### src/rtl/trace_out_pkg.sv
package trace_out_pkg;
  // Trellis geometry shared by the traceback stage
  localparam int unsigned TRC_STATE_BITS = 3;
  localparam int unsigned TRC_STATES     = 1 << TRC_STATE_BITS;
  localparam int unsigned TRC_STAGES     = 24;

  typedef logic [TRC_STATE_BITS-1:0] trc_state_t;

  // Step one stage back: drop the newest input bit, shift in the decision
  function automatic trc_state_t trc_pred(input trc_state_t s, input logic d);
    return {s[TRC_STATE_BITS-2:0], d};
  endfunction
endpackage

### src/rtl/trace_gate_array.sv
module trace_gate_array #(
  parameter int unsigned WIDTH = 8
) (
  input  logic             en,
  input  logic [WIDTH-1:0] d_in,
  output logic [WIDTH-1:0] d_out
);
  for (genvar i = 0; i < WIDTH; i++) begin : g_and
    assign d_out[i] = d_in[i] & en;
  end
endmodule

### src/rtl/trace_walk.sv
module trace_walk
  import trace_out_pkg::*;
#(
  parameter int unsigned STAGES = TRC_STAGES,
  localparam int unsigned NS    = TRC_STATES
) (
  input  logic [STAGES*NS-1:0] vecs,
  input  trc_state_t           start,
  output logic [STAGES-1:0]    bits,
  output trc_state_t           origin
);
  // st[k] is the path state at stage k; st[0] is the origin
  trc_state_t st [0:STAGES];

  assign st[STAGES] = start;
  assign origin     = st[0];

  for (genvar k = 1; k <= STAGES; k++) begin : g_stage
    logic [NS-1:0] dv;
    assign dv        = vecs[(k-1)*NS +: NS];
    assign bits[k-1] = st[k][TRC_STATE_BITS-1];
    assign st[k-1]   = trc_pred(st[k], dv[st[k]]);
  end
endmodule

### src/rtl/trace_out_reg.sv
module trace_out_reg
  import trace_out_pkg::*;
#(
  parameter int unsigned STAGES = TRC_STAGES
) (
  input  logic              clk,
  input  logic              rst_ni,
  input  logic              load,
  input  logic [STAGES-1:0] d_bits,
  input  trc_state_t        d_origin,
  output logic [STAGES-1:0] q_bits,
  output trc_state_t        q_origin,
  output logic              q_valid
);
  logic [STAGES-1:0] bits_nxt;
  trc_state_t        origin_nxt;

  always_comb begin
    bits_nxt   = q_bits;
    origin_nxt = q_origin;
    if (load) begin
      bits_nxt   = d_bits;
      origin_nxt = d_origin;
    end
  end

  always_ff @(posedge clk or negedge rst_ni) begin
    if (!rst_ni) begin
      q_bits   <= '0;
      q_origin <= '0;
      q_valid  <= 1'b0;
    end else begin
      q_bits   <= bits_nxt;
      q_origin <= origin_nxt;
      q_valid  <= load;
    end
  end
endmodule

### src/rtl/trace_out_gen.sv
module trace_out_gen
  import trace_out_pkg::*;
#(
  parameter int unsigned STAGES = TRC_STAGES,
  localparam int unsigned NS    = TRC_STATES,
  localparam int unsigned SB    = TRC_STATE_BITS,
  localparam int unsigned VW    = STAGES * NS
) (
  input  logic              clk,
  input  logic              rst_ni,
  input  logic              frame_end,
  input  logic [SB-1:0]     start_state,
  input  logic [VW-1:0]     dec_vec,
  output logic [STAGES-1:0] out_bits,
  output logic [SB-1:0]     out_origin,
  output logic              out_valid
);
  // Reset: asserted at once, released after two clock edges
  logic [1:0] rst_pipe;
  logic       rst_n_sync;

  always_ff @(posedge clk or negedge rst_ni) begin
    if (!rst_ni) rst_pipe <= '0;
    else         rst_pipe <= {rst_pipe[0], 1'b1};
  end
  assign rst_n_sync = rst_pipe[1];

  // Toggle filter: walk inputs are forced to zero outside the strobe
  logic [VW-1:0]     gated_vec;
  logic [SB-1:0]     gated_start;
  logic [STAGES-1:0] walk_bits;
  trc_state_t        walk_origin;

  trace_gate_array #(.WIDTH(VW)) u_gate_vec (
    .en(frame_end), .d_in(dec_vec), .d_out(gated_vec)
  );

  trace_gate_array #(.WIDTH(SB)) u_gate_start (
    .en(frame_end), .d_in(start_state), .d_out(gated_start)
  );

  trace_walk #(.STAGES(STAGES)) u_walk (
    .vecs(gated_vec), .start(gated_start),
    .bits(walk_bits), .origin(walk_origin)
  );

  trace_out_reg #(.STAGES(STAGES)) u_oreg (
    .clk(clk), .rst_ni(rst_n_sync), .load(frame_end),
    .d_bits(walk_bits), .d_origin(walk_origin),
    .q_bits(out_bits), .q_origin(out_origin), .q_valid(out_valid)
  );
endmodule

### config.mk
export PLATFORM = sky130hd
export DESIGN_NAME = trace_out_gen
export DESIGN_NICKNAME = d
export VERILOG_FILES = /design/src/rtl/trace_out_pkg.sv /design/src/rtl/trace_gate_array.sv /design/src/rtl/trace_walk.sv /design/src/rtl/trace_out_reg.sv /design/src/rtl/trace_out_gen.sv
export SDC_FILE = /design/constraint.sdc
export NUM_CORES = 1
export LEC_CHECK = 0
export ABC_AREA = 1
export BUFFER_PORTS_ARGS = -buffer_cell sky130_fd_sc_hd__buf_2
export CAP_MARGIN = 20
export CORE_MARGIN = 5
export CORE_UTILIZATION = 30
export CTS_CLUSTER_SIZE = 8
export DETAILED_ROUTE_END_ITERATION = 10
export GPL_ROUTABILITY_DRIVEN = 0
export GPL_TIMING_DRIVEN = 0
export MAX_ROUTING_LAYER = met4
export PLACE_DENSITY = 0.54
export SLEW_MARGIN = 10
export SYNTH_ARGS = -nofsm -noshare
export SYNTH_HDL_FRONTEND = slang
export SYNTH_HIERARCHICAL = 1
export SYNTH_SLANG_ARGS = --single-unit
### constraint.sdc
create_clock -name clk -period 0.8 [get_ports clk]
set_input_delay 0.04 -clock clk [delete_from_list [all_inputs] [get_ports clk]]
set_output_delay 0.04 -clock clk [all_outputs]
set_load 0.03 [all_outputs]
# After elaboration in Yosys (flattened, before gate mapping)
# Index checks and enable logic that the tools add are counted.
# word_totals
register_bits,30
in_bits,198
wordCells,271
out_inout_bits,28
# op_classes
mux,48
order_cmp,24
n_bitwise,195
# op_table
cell,n
$and 1x1->1,195
$lt 3x4->1 const B,24
$bmux 1 s3,24
$mux 1,24

# Longest topological paths before layout
# depth
word_depth,49
depth_mapped,104
mapped_depth_nobuf,102

# By module
# The synthesis kept the hierarchy.
# by_module_without_submodules
module,seq_area_each_um2,area_each_um2,cells_per_inst,n_inst
trace_walk,0.0,3268.1,404,1
trace_gate_array at u_gate_vec,0.0,1671.6,405,1
trace_out_reg,700.7,1084.8,115,1
trace_out_gen,50.0,53.8,3,1
trace_gate_array at u_gate_start,0.0,22.5,6,1

# Least setup slack after synthesis
# OpenSTA, ideal clock, no wires.
# synth_timing
kind,input to register
from,input port frame_end
to,register u_oreg.q_origin[0]
setup_slack_ns,-8.582
path_stages,104
setup_time_ns,0.118
t_arrival_ns,9.264
path_buffers,2
required_ns,0.682
cell_sequence,buf_6 buf_6 nand2_1 inv_1 bufinv_8 nand2_1 nand3_2 nand3_4 nand2_4 nand2_2 nand3_1 nand3_2 nand2_4 nand2_1 nand3_1 nand3_2 nand2_4 nand2_2 [... 68 more ...] nand3_2 nand3_4 nand2_8 nand2_2 nand3_2 nand3_4 nand2_4 nand2_1 nand3_2 nand3_2 nand2_2 nand2_1 nand3_1 nand2_1 nand2_1 nand2_1 nand2_1 nand2_1
# synth_between
elab_chain_len,49
elab_cells_between_ends,243
classes_between,mux: 48; bitwise: 195
# synth_rtl
element,line_no,text
start: declaration,trace_out_gen.sv:11,"input logic frame_end,"
$and 1x1->1,trace_gate_array.sv:9,assign d_out[i] = d_in[i] & en;
via gated_vec[185],trace_out_gen.sv:29,logic [VW-1:0] gated_vec;
$bmux 1 s3,trace_walk.sv:22,"assign st[k-1] = trc_pred(st[k], dv[st[k]]);"
$mux 1 (not written as such),trace_walk.sv:22,
$bmux 1 s3,trace_walk.sv:22,
$mux 1 (not written as such),trace_walk.sv:22,
via walk_bits[19],trace_out_gen.sv:31,logic [STAGES-1:0] walk_bits;
$bmux 1 s3,trace_walk.sv:22,
[... 1 more ...],-,
via walk_bits[18],trace_out_gen.sv:31,
[... 2 more ...],-,
via walk_bits[17],trace_out_gen.sv:31,
[... 2 more ...],-,
via walk_bits[16],trace_out_gen.sv:31,
[... 2 more ...],-,
via walk_bits[15],trace_out_gen.sv:31,
[... 2 more ...],-,
via walk_bits[14],trace_out_gen.sv:31,
[... 2 more ...],-,
via walk_bits[13],trace_out_gen.sv:31,
[... 2 more ...],-,
via walk_bits[12],trace_out_gen.sv:31,
[... 2 more ...],-,
via walk_bits[11],trace_out_gen.sv:31,
[... 2 more ...],-,
via walk_bits[10],trace_out_gen.sv:31,
[... 2 more ...],-,
via walk_bits[9],trace_out_gen.sv:31,
[... 2 more ...],-,
via walk_bits[8],trace_out_gen.sv:31,
[... 2 more ...],-,
via walk_bits[7],trace_out_gen.sv:31,
[... 2 more ...],-,
via walk_bits[6],trace_out_gen.sv:31,
[... 2 more ...],-,
via walk_bits[5],trace_out_gen.sv:31,
[... 2 more ...],-,
via walk_bits[4],trace_out_gen.sv:31,
[... 2 more ...],-,
via walk_bits[3],trace_out_gen.sv:31,
[... 2 more ...],-,
via walk_bits[2],trace_out_gen.sv:31,
[... 2 more ...],-,
via walk_bits[1],trace_out_gen.sv:31,
[... 2 more ...],-,
via walk_bits[0],trace_out_gen.sv:31,
[... 1 more ...],-,
$mux 1 (not written as such),trace_walk.sv:22,
via walk_origin[2],trace_out_gen.sv:32,trc_state_t walk_origin;
$bmux 1 s3,trace_walk.sv:22,
$mux 1 (not written as such),trace_walk.sv:22,
via walk_origin[1],trace_out_gen.sv:32,
$bmux 1 s3,trace_walk.sv:22,
$mux 1 (not written as such),trace_walk.sv:22,
via walk_origin[0],trace_out_gen.sv:32,
end signal: assignment,trace_out_reg.sv:34,q_origin <= origin_nxt;
end: declaration,trace_out_reg.sv:12,"output trc_state_t q_origin,"
# The timed path passes the listed nets, and every way through them passes these cells. The select of a mux whose other input is x is not followed.
# A chain may end at the register's enable or synchronous reset.

# Final worst setup path
# layout_timing
from,input port frame_end
to,register u_oreg.q_origin[0]
# layout_between
elab_chain_len,49
elab_cells_between_ends,243
classes_between,mux: 48; bitwise: 195
# layout_rtl
element,line_no
$and 1x1->1 *,trace_gate_array.sv:9
via gated_vec[184],trace_out_gen.sv:29
$bmux 1 s3 *,trace_walk.sv:22
$mux 1 (not written as such) *,trace_walk.sv:22
$bmux 1 s3 *,trace_walk.sv:22
$mux 1 (not written as such) *,trace_walk.sv:22
via walk_bits[19],trace_out_gen.sv:31
$bmux 1 s3 *,trace_walk.sv:22
[... 1 more ...],-
via walk_bits[18],trace_out_gen.sv:31
[... 6 more ...],-
via walk_bits[15],trace_out_gen.sv:31
[... 2 more ...],-
via walk_bits[14],trace_out_gen.sv:31
[... 2 more ...],-
via walk_bits[13],trace_out_gen.sv:31
[... 2 more ...],-
via walk_bits[12],trace_out_gen.sv:31
[... 2 more ...],-
via walk_bits[11],trace_out_gen.sv:31
[... 2 more ...],-
via walk_bits[10],trace_out_gen.sv:31
[... 2 more ...],-
via walk_bits[9],trace_out_gen.sv:31
[... 2 more ...],-
via walk_bits[8],trace_out_gen.sv:31
[... 2 more ...],-
via walk_bits[7],trace_out_gen.sv:31
[... 2 more ...],-
via walk_bits[6],trace_out_gen.sv:31
[... 2 more ...],-
via walk_bits[5],trace_out_gen.sv:31
[... 2 more ...],-
via walk_bits[4],trace_out_gen.sv:31
[... 2 more ...],-
via walk_bits[3],trace_out_gen.sv:31
[... 2 more ...],-
via walk_bits[2],trace_out_gen.sv:31
[... 2 more ...],-
via walk_bits[1],trace_out_gen.sv:31
[... 2 more ...],-
via walk_bits[0],trace_out_gen.sv:31
[... 1 more ...],-
$mux 1 (not written as such) *,trace_walk.sv:22
via walk_origin[2],trace_out_gen.sv:32
$bmux 1 s3 *,trace_walk.sv:22
$mux 1 (not written as such) *,trace_walk.sv:22
via walk_origin[1],trace_out_gen.sv:32
$bmux 1 s3 *,trace_walk.sv:22
$mux 1 (not written as such) *,trace_walk.sv:22
via walk_origin[0],trace_out_gen.sv:32
# The timed path passes the listed nets; every way through them passes the cells marked *. The select of a mux whose other input is x is not followed.

==> flow_summary_export.csv <==
group,metric,value,unit
timing,drv_slew,0,
timing,period_share,1170,%
detailed_routing,firstDrtPassIters,4,
detailed_routing,postRouteAntennaNets,0,
yosys,ys.flop_type,"dfrtp_1",
detailed_routing,routed_wl,18200,um
die,rows,52,
cells_and_area,fillers,2161,
detailed_routing,wl_per_cell,12.1,um
cells_and_area,drive_gt1_share,49.8,%
worst_setup_path,rrSetupSlack,0.06,ns
cells_and_area,nets,1435,
grt,grt_pass1_wl,30000,um
worst_setup_path,cp.arrival,9.49,ns
timing,grt_setup_unrepaired,"true",
grt,antenna_found_initial,1,
grt,grt_overflow,0,
timing,setup_viol,52,
place,dpl_cell_area,0.00765,mm^2
yosys,netlist_area,0.00610,mm^2
clock_network,cts_tree,"yes",
cells_and_area,final_cells,1509,
grt,grt_usage,15.5,%
clock_network,insertion_delay,0.27,ns
grt,grt_start_max_net_pins,29,
clock_network,clk_pin_slew,0.05,ns
clock_network,cts_sinks,30,
grt,grt_pass1_vias,6294,
place,dp_cells,1428,
worst_setup_path,cp.required,0.96,ns
cells_and_area,multi_input_area,0.00436,mm^2
worst_setup_path,crit_slowest_cell,"inv_1",
clock_network,numCtsBuffers,5,
worst_setup_path,crit_family,"simple AND/OR/NAND/NOR gates",
worst_setup_path,crit_type,"input port to register",
yosys,yosysTopAreaCell,"nand2_1",
timing,fmax,107,MHz
worst_setup_path,worstPathMaxFanout,7,
yosys,synth.avg_cell_area,6.54,um^2
worst_setup_path,critPathBufInv,8,
die,die_w,153,um
timing,layout_setup_ws,-8.53,ns
die,die_h,153,um
place,dp_hpwl,14800,um
detailed_routing,num_vias,6350,
timing,period_minus_slack,9.33,ns
yosys,synthArstFlopShare,100,%
yosys,ys_top_cells_by_area,"nand2_1, nand3_2, inv_1, dfrtp_1, nand3_4",
yosys,synth_fp_nets,1131,
clock_network,root_buffer,"clkbuf_16",
detailed_routing,drc,0,
die,dieArea,0.0233,mm^2
run_status,status,"finished with violations",
die,core-area,0.0201,mm^2
die,initial_core_util,30.3,%
worst_setup_path,end_kind,"register",
cells_and_area,postLayoutCellArea,0.00876,mm^2
timing,worst_clock_skew,0.00308,ns
yosys,ys.warnings.count,6,
cells_and_area,fin_util,43.6,%
cells_and_area,syn2layout_area_growth,43.7,%
place,numPortBuffers,225,
yosys,syn_inst,933,
timing,hold_violations,0,
worst_setup_path,slowest_delay,0.16,ns
detailed_routing,viasPerCell,4.21,
detailed_routing,drt_iter0_drc,163,
yosys,synth-seq-area-share,12.3,%
yosys,synth-seq-cells,30,
yosys,synth_top_area_share,19.2,%
clock_network,clk_path_buf_depth,2,
yosys,synth_edf_count,0,
timing,setup_tns,-110.03,ns
clock_network,htreeDepth,2,
cells_and_area,regArea,754,um^2
yosys,synth_cell_types,20,
run_status,violations,"setup timing",
flow_run,maxCapViolCount,0,
worst_setup_path,critPathLaunchType,"input port",
die,num_io_pins,226,
worst_hold_path,min_path_type,"input port to async pin",
-- synth_stat cells (3+ instances only) --
master	number
buf_4	4
buf_6	24
dfrtp_1	30
inv_1	229
nand2_1	312
nand2_2	70
nand2_4	5
nand2_8	17
nand3_1	104
nand3_2	87
nand3_4	40
nand3b_1	3
-- logic make-up after synthesis --
family                 count (synthesis)  synth area share [%]
buffers and inverters                264                  20.1
AND/OR/NAND/NOR                      638                  67.5
flip-flops                            30                  12.3
other                                  1                0.0615
-- placed cells by master (no fill, tap or decap), drive strengths merged --
master	instances
nand2	404
buf	325
inv	232
nand3	231
dfrtp	30
clkbuf	8
nand3b	3
dlygate4sd3	2
diode	1
conb	1
clkinvlp	1
clkinv	1
-- registers in the layout, summed over array words and instances (netlist names) --
| register | flops |
|---|---|
| u_oreg/q_bits | 24 |
| u_oreg/q_origin | 3 |
| rst_pipe | 2 |
| u_oreg/q_valid | 1 |
-- path summary, 6_finish.rpt --
path                               startpoint            endpoint  cells after the start
setup / recovery                    frame_end  u_oreg/q_origin[0]                    102
hold / removal                         rst_ni         rst_pipe[1]                      2
min in group clk               start_state[0]   u_oreg/q_bits[21]                      6
setup reg to reg           u_oreg/q_origin[0]  u_oreg/q_origin[0]                      3
max in group asynchronous         rst_pipe[1]    u_oreg/q_bits[2]                      0
hold reg to reg                   rst_pipe[1]   u_oreg/q_bits[13]                      0
-- metrics by stage --
step,setup slack [ns],hold WS (ns)
after CTS,-8.49,0.112
after global routing,-9.41,0.103
after global placement,-10.13,-0.174
after floorplan,-8.53,-0.256
after detailed placement,-10.13,-0.172
final,-8.53,0.119
-- layout make-up --
type | count | share of cell area (%)
Multi-Input combinational cell | 639 | 49.8
Timing Repair Buffer | 297 | 21.6
Buffer | 30 | 3.84
Sequential cell | 30 | 8.61
Antenna cell | 1 | 0.0286
Inverter | 234 | 10.4
Clock buffer | 8 | 1.90
Tap cell | 270 | 3.85
-- metal layers --
| metal | GRT usage (%) | wire, um |
|---|---|---|
| met1 | 19.8 | 8380 |
| met2 | 26.5 | 8900 |
| met3 | 2.95 | 921 |
| met4 | 1.23 | 41 |
| met5 | - | 0 |
-- timing repair --
item                       4_1_cts  5_1_grt
setup endpoints to repair       61       52
cloned                           0        0
resized for setup              109       17
hold endpoints to repair         3        0
hold buffers                     2        0
setup buffers                   61       11
pin swaps                       50        7
Power is left out: the tool's default activity adds up to more than one toggle a clock period on the data nets, which glitch-free logic cannot reach.
